`src/rtl/irqtmr_pkg.sv`:
```
package irqtmr_pkg;

  typedef enum logic [2:0] {
    OP_RELOAD_ALL = 3'd0,
    OP_RELOAD_LO  = 3'd1,
    OP_RELOAD_HI  = 3'd2,
    OP_MODE       = 3'd3,
    OP_ACK        = 3'd4
  } irq_op_e;

  typedef struct packed {
    logic cyc;
    logic run;
    logic rearm;
  } mode_t;

  localparam int MODE_W = 3;

endpackage

```
`src/rtl/irqtmr_regs.sv`:
```
module irqtmr_regs
  import irqtmr_pkg::*;
#(
  parameter int DW    = 8,
  parameter bit SPLIT = 1'b0
) (
  input  logic          clk,
  input  logic          rst_n,
  input  logic          lo_wr_i,
  input  logic          hi_wr_i,
  input  logic          mode_wr_i,
  input  logic          ack_wr_i,
  input  logic [DW-1:0] data_i,
  output logic [DW-1:0] reload_o,
  output mode_t         mode_o
);

  localparam int HW = DW / 2;

  logic [DW-1:0] reload_q, reload_d;
  logic [HW-1:0] hi_src;
  mode_t         mode_q, mode_d;

  generate
    if (SPLIT) begin : g_nibble
      logic data_top_unused;
      assign data_top_unused = ^data_i[DW-1:HW];
      assign hi_src = data_i[HW-1:0];
    end else begin : g_whole
      assign hi_src = data_i[DW-1:HW];
    end
  endgenerate

  always_comb begin
    reload_d = reload_q;
    if (lo_wr_i) reload_d[HW-1:0]  = data_i[HW-1:0];
    if (hi_wr_i) reload_d[DW-1:HW] = hi_src;
  end

  always_comb begin
    mode_d = mode_q;
    if (mode_wr_i) begin
      mode_d = mode_t'(data_i[MODE_W-1:0]);
    end else if (ack_wr_i) begin
      mode_d.run = mode_q.rearm;
    end
  end

  always_ff @(posedge clk or negedge rst_n) begin
    if (!rst_n) begin
      reload_q <= '0;
      mode_q   <= '0;
    end else begin
      if (lo_wr_i || hi_wr_i)      reload_q <= reload_d;
      if (mode_wr_i || ack_wr_i)   mode_q   <= mode_d;
    end
  end

  assign reload_o = reload_q;
  assign mode_o   = mode_q;


  ack_copy_chk: assert property (@(posedge clk) disable iff (!rst_n)
    (ack_wr_i && !mode_wr_i) |=> (mode_q.run == $past(mode_q.rearm)) &&
                                  (mode_q.rearm == $past(mode_q.rearm)) &&
                                  (mode_q.cyc == $past(mode_q.cyc)));


  mode_wr_chk: assert property (@(posedge clk) disable iff (!rst_n)
    mode_wr_i |=> (mode_q == $past(data_i[MODE_W-1:0])));


  reload_hold_chk: assert property (@(posedge clk) disable iff (!rst_n)
    (!lo_wr_i && !hi_wr_i) |=> $stable(reload_q));

endmodule

```
`src/rtl/irqtmr_prescale.sv`:
```
module irqtmr_prescale #(
  parameter int PS_W   = 10,
  parameter int BUDGET = 341,
  parameter int STEP   = 3
) (
  input  logic clk,
  input  logic rst_n,
  input  logic step_i,
  input  logic cyc_i,
  input  logic reload_i,
  output logic tick_o
);

  localparam logic signed [PS_W-1:0] PS_FULL = PS_W'(BUDGET);
  localparam logic signed [PS_W-1:0] PS_DEC  = PS_W'(STEP);

  logic signed [PS_W-1:0] ps_q, ps_d, ps_sub;
  logic                   ps_en;
  logic                   tick;

  assign ps_sub = ps_q - PS_DEC;

  always_comb begin
    ps_d  = ps_q;
    ps_en = 1'b0;
    tick  = 1'b0;
    if (reload_i) begin
      ps_d  = PS_FULL;
      ps_en = 1'b1;
    end else if (step_i) begin
      if (cyc_i) begin
        tick = 1'b1;
      end else begin
        ps_en = 1'b1;
        if (ps_sub <= 0) begin
          tick = 1'b1;
          ps_d = ps_sub + PS_FULL;
        end else begin
          ps_d = ps_sub;
        end
      end
    end
  end

  always_ff @(posedge clk or negedge rst_n) begin
    if (!rst_n) begin
      ps_q <= '0;
    end else if (ps_en) begin
      ps_q <= ps_d;
    end
  end

  assign tick_o = tick;


  ps_range_chk: assert property (@(posedge clk) disable iff (!rst_n)
    (ps_q >= 0) && (ps_q <= PS_FULL));


  ps_idle_chk: assert property (@(posedge clk) disable iff (!rst_n)
    (!step_i && !reload_i) |=> $stable(ps_q));

endmodule

```
`src/rtl/irqtmr_count.sv`:
```
module irqtmr_count #(
  parameter int CNT_W = 8
) (
  input  logic             clk,
  input  logic             rst_n,
  input  logic             tick_i,
  input  logic             load_i,
  input  logic             clr_i,
  input  logic [CNT_W-1:0] reload_i,
  output logic             irq_o
);

  logic [CNT_W-1:0] cnt_q, cnt_d;
  logic             irq_q, irq_d;
  logic             wrap;

  assign wrap = tick_i && (&cnt_q);

  always_comb begin
    cnt_d = cnt_q;
    if (load_i || wrap) begin
      cnt_d = reload_i;
    end else if (tick_i) begin
      cnt_d = cnt_q + 1'b1;
    end
  end

  always_comb begin
    irq_d = irq_q;
    if (clr_i)     irq_d = 1'b0;
    else if (wrap) irq_d = 1'b1;
  end

  always_ff @(posedge clk or negedge rst_n) begin
    if (!rst_n) begin
      cnt_q <= '0;
      irq_q <= 1'b0;
    end else begin
      if (load_i || tick_i) cnt_q <= cnt_d;
      irq_q <= irq_d;
    end
  end

  assign irq_o = irq_q;


  irq_rise_chk: assert property (@(posedge clk) disable iff (!rst_n)
    $rose(irq_q) |-> $past(tick_i && (&cnt_q)));


  irq_hold_chk: assert property (@(posedge clk) disable iff (!rst_n)
    (irq_q && !clr_i) |=> irq_q);


  irq_clr_chk: assert property (@(posedge clk) disable iff (!rst_n)
    clr_i |=> !irq_q);


  cnt_hold_chk: assert property (@(posedge clk) disable iff (!rst_n)
    (!tick_i && !load_i) |=> $stable(cnt_q));

endmodule

```
`src/rtl/irqtmr_scanline.sv`:
```
module irqtmr_scanline
  import irqtmr_pkg::*;
#(
  parameter int CNT_W       = 8,
  parameter int PS_W        = 10,
  parameter int PS_BUDGET   = 341,
  parameter int PS_STEP     = 3,
  parameter bit SPLIT_LATCH = 1'b0
) (
  input  logic             clk,
  input  logic             rst_n,
  input  logic             cpu_tick,
  input  logic             wr_en,
  input  logic [2:0]       wr_op,
  input  logic [CNT_W-1:0] wr_data,
  output logic             irq
);

  logic  lo_wr, hi_wr, mode_wr, ack_wr;
  logic  count_cycle, tick, load;
  logic [CNT_W-1:0] reload;
  mode_t mode;

  generate
    if (SPLIT_LATCH) begin : g_dec_nibble
      assign lo_wr = wr_en && (wr_op == OP_RELOAD_LO);
      assign hi_wr = wr_en && (wr_op == OP_RELOAD_HI);
    end else begin : g_dec_whole
      assign lo_wr = wr_en && (wr_op == OP_RELOAD_ALL);
      assign hi_wr = lo_wr;
    end
  endgenerate

  assign mode_wr     = wr_en && (wr_op == OP_MODE);
  assign ack_wr      = wr_en && (wr_op == OP_ACK);
  assign count_cycle = cpu_tick && !wr_en && mode.run;
  assign load        = mode_wr && wr_data[1];

  irqtmr_regs #(
    .DW    (CNT_W),
    .SPLIT (SPLIT_LATCH)
  ) u_regs (
    .clk       (clk),
    .rst_n     (rst_n),
    .lo_wr_i   (lo_wr),
    .hi_wr_i   (hi_wr),
    .mode_wr_i (mode_wr),
    .ack_wr_i  (ack_wr),
    .data_i    (wr_data),
    .reload_o  (reload),
    .mode_o    (mode)
  );

  irqtmr_prescale #(
    .PS_W   (PS_W),
    .BUDGET (PS_BUDGET),
    .STEP   (PS_STEP)
  ) u_prescale (
    .clk      (clk),
    .rst_n    (rst_n),
    .step_i   (count_cycle),
    .cyc_i    (mode.cyc),
    .reload_i (load),
    .tick_o   (tick)
  );

  irqtmr_count #(
    .CNT_W (CNT_W)
  ) u_count (
    .clk      (clk),
    .rst_n    (rst_n),
    .tick_i   (tick),
    .load_i   (load),
    .clr_i    (mode_wr || ack_wr),
    .reload_i (reload),
    .irq_o    (irq)
  );


  write_no_tick_chk: assert property (@(posedge clk) disable iff (!rst_n)
    wr_en |-> !tick);


  cyc_tick_chk: assert property (@(posedge clk) disable iff (!rst_n)
    (cpu_tick && !wr_en && mode.run && mode.cyc) |-> tick);

endmodule

```
`config.mk`:
```
export PLATFORM = sky130hd
export DESIGN_NAME = irqtmr_scanline
export DESIGN_NICKNAME = d
export VERILOG_FILES = /design/src/rtl/irqtmr_pkg.sv /design/src/rtl/irqtmr_regs.sv /design/src/rtl/irqtmr_prescale.sv /design/src/rtl/irqtmr_count.sv /design/src/rtl/irqtmr_scanline.sv
export SDC_FILE = /design/constraint.sdc
export NUM_CORES = 1
export LEC_CHECK = 0
export ABC_AREA = 0
export BUFFER_PORTS_ARGS = -buffer_cell sky130_fd_sc_hd__buf_2
export CAP_MARGIN = 0
export CORE_MARGIN = 3
export CORE_UTILIZATION = 60
export CTS_CLUSTER_SIZE = 10
export DETAILED_ROUTE_END_ITERATION = 12
export GPL_ROUTABILITY_DRIVEN = 1
export PLACE_DENSITY = 0.87
export SETUP_SLACK_MARGIN = 0.5
export SYNTH_ARGS = -nofsm -noshare
export SYNTH_HDL_FRONTEND = slang
export SYNTH_HIERARCHICAL = 1
export SYNTH_SLANG_ARGS = --single-unit
```
`constraint.sdc`:
```
create_clock -name clk -period 4.5 [get_ports clk]
set_input_delay 0.225 -clock clk [delete_from_list [all_inputs] [get_ports clk]]
set_output_delay 0.225 -clock clk [all_outputs]
set_load 0.03 [all_outputs]
```
==> impl_metrics.tcl <==
set metrics [dict create \
    status "complete, no violations" \
    track_usage 0.220 \
    cp_slowest_cell "dfrtp_1" \
    path_clk_slew_ps 90 \
    cp_cell_sequence "ha_1, or4b_1, a211oi_2, a311oi_4, buf_4, nor2b_1, nor3b_1, buf_4, nand4_2, or2_4, nor2b_4, mux2_4" \
    synth_top_area_cell "dfrtp_1" \
    synthToLayoutAreaGrowth_pct 7.83 \
    fin_cells 301 \
    n_antenna_cell 0 \
    dp_slack_ps 958 \
    ir_drop_uv 258 \
    cts_max_path_buffers 2 \
    ys_seq_area_frac 0.345 \
    critPathLaunchType "flop" \
    antenna_found_initial 0 \
    setup_slack_ps 878 \
    synth_nets 260 \
    syn-cell-area_um2 2170 \
    place.gp.congestion 0.974 \
    grt_pass1_vias 1731 \
    ant_nets 0 \
    drt-pass1-iter-count 4 \
    tightest_slew_ps 922 \
    fillers 280 \
    grt_overflow_total 0 \
    io-pin-count 16 \
    die_w_um 66.2 \
    final_layout_size_suffix_gt1_frac 0.157 \
    numPortBuffers 15 \
    hold_slack_ps 102 \
    endpoint_kind "flop" \
    dp_cells 292 \
    fin_nets 273 \
    maxCapViolations 0 \
    cts_made_buffers 5 \
    yosysUniqueCellTypes 63 \
    setup_viol 0 \
    wl_um 4450 \
    grt_max_degree 35 \
    postLayoutCellArea_um2 2340 \
    crit_fanout 14 \
    hold_path.class "input port to flop" \
    synth_area_leaders "dfrtp_1, mux2_1, nor2_1, a21oi_1, nand2_1" \
    fp.dieH_um 66.2 \
    cts_max_level 2 \
    p_per_area_nw_per_um2 500 \
    cts.sinks 30 \
    dieArea_um2 4380 \
    rsz0062_at_grt "no" \
    synth_top_area_frac 0.345 \
    floorplan.initialDensity 0.636 \
    syn-instance-count 241 \
    ctsResizeCount 0 \
    leakage_nw 0.968 \
    max_stage_delay_ps 580 \
    drv_slew 0 \
    drcViolationCount 0 \
    slew_headroom 0.383 \
    wire_per_inst_um 14.8 \
    vias 1861 \
    total_power_mw 1.17 \
    cp_common_cell "buf_4" \
    grt_pass1_wl_um 7340 \
    fin_crit_sh 0.805 \
    dpl.hpwl_um 3230 \
    synth_edf_count 0 \
    final_hold_viol_count 0 \
    cts_tree "yes" \
    synthFlopType "dfrtp_1" \
    path_buf_inv 2 \
    max_freq_mhz 276 \
    worstSetupPathType "flop to flop" \
    syn_avg_cell_area_um2 9.02 \
    synthArstFlopShare 1.00 \
    cp.required_ps 4710 \
    fin_skew_ps 11.2 \
    fin_tns_setup_ps 0 \
    core_um2 3420 \
    crit_arrival_ps 3830 \
    num_rows 21 \
    period_needed_ps 3620 \
    ys_seq_elements 30 \
    placed_cell_area_um2 2260 \
    path_delay_family "simple AND/OR/NAND/NOR gates" \
    cts_root_buf "clkbuf_4" \
    finalCoreUtilization 0.686 \
    synth_warnings 6 \
    vias_per_cell 6.18 \
    drt_iter0_markers 130 \
    clk_latency_ps 330 \
]
[flip-flops by register name, summed over array words and instances, names as in the netlist]
signal,count
u_prescale/ps_q,10
u_count/cnt_q,8
u_regs/reload_o,8
u_regs/mode_o,3
u_count/irq_o,1
[area by class of cell]
type                    count  area, µm²  share of cell area
inverters                   8       30.0              0.0128
flip-flops and latches     30        751               0.320
clock inverters             1       30.0              0.0128
multi-input cells         190       1320               0.564
well taps                  46       57.6              0.0246
clock buffers               7       45.0              0.0192
repair buffers             19        108              0.0459
[per-layer routing]
metal | up-vias | global-route usage | wire (µm)
met4 | 0 | 0.0914 | 60
li1 | 913 | - | -
met3 | 6 | 0.0476 | 167
met2 | 36 | 0.377 | 2260
met5 | - | 0 | 0
met1 | 906 | 0.265 | 1970
[worst paths after layout]
check                                    from            endpoint  slack, ps  cells after the start
setup / recovery           u_prescale/ps_q[0]    u_count/cnt_q[5]        880                     12
max in group asynchronous               rst_n    u_count/cnt_q[3]       3620                      2
setup reg to reg           u_prescale/ps_q[0]    u_count/cnt_q[5]        880                     12
hold / removal                     wr_data[4]  u_regs/reload_o[4]        100                      2
hold reg to reg            u_regs/reload_o[7]  u_regs/reload_o[7]        500                      1
min in group asynchronous               rst_n  u_prescale/ps_q[5]        450                      2
[layout by cell type, fill, tap and decap left out, types with 5 or more instances in the layout]
| cell type | count |
|---|---|
| mux2_1 | 11 |
| nor2_1 | 22 |
| buf_2 | 15 |
| a21oi_1 | 15 |
| or3_1 | 6 |
| nand3_1 | 6 |
| clkbuf_4 | 5 |
| o21ai_0 | 12 |
| nand2_1 | 17 |
| nor2b_1 | 7 |
| dfrtp_1 | 30 |
| inv_1 | 8 |
| nand2b_1 | 7 |
| nor3_1 | 7 |
[logic make-up after synthesis]
logic type	after synthesis	share of synthesized area
xor gates and xnor gates	6	0.0242
and+or+nand+nor	105	0.280
DFF	30	0.345
adders and majority gates	4	0.0230
AOI/OAI and AO/OA	58	0.189
muxes	17	0.0892
buffers and inverters	21	0.0489
[Yosys cell counts (2+ instances only)]
library cell,n
ha_1,4
xnor2_1,3
a31oi_1,3
or3_1,6
and4b_1,2
nand4_1,3
nor4b_1,2
nand2b_1,7
nand3b_1,3
nor3_1,7
o22a_1,2
and2_1,3
inv_1,8
nor2b_1,7
clkbuf_1,8
o31ai_1,2
nor4_1,4
o21ai_1,2
buf_6,3
nand3_1,6
a21oi_1,15
nand2_1,17
o21ai_0,12
xor2_1,3
mux2_4,2
nor3b_1,4
mux2i_1,4
nor2_1,22
o31a_1,2
mux2_1,11
a211oi_1,2
o211ai_1,2
dfrtp_1,30
[power breakdown]
part / leakage [nW] / switching (mW) / internal [mW]
registers: 0.366 / 0.124 / 0.350
clock network: 0.0395 / 0.0923 / 0.118
logic: 0.562 / 0.272 / 0.216
total: 0.968 / 0.488 / 0.683
[what timing repair did]
action,4_1_cts,5_1_grt
endpoints found under the hold margin,30,0
buffers inserted,0,0
hold buffers,1,0
(Power assumes the default switching activity.)
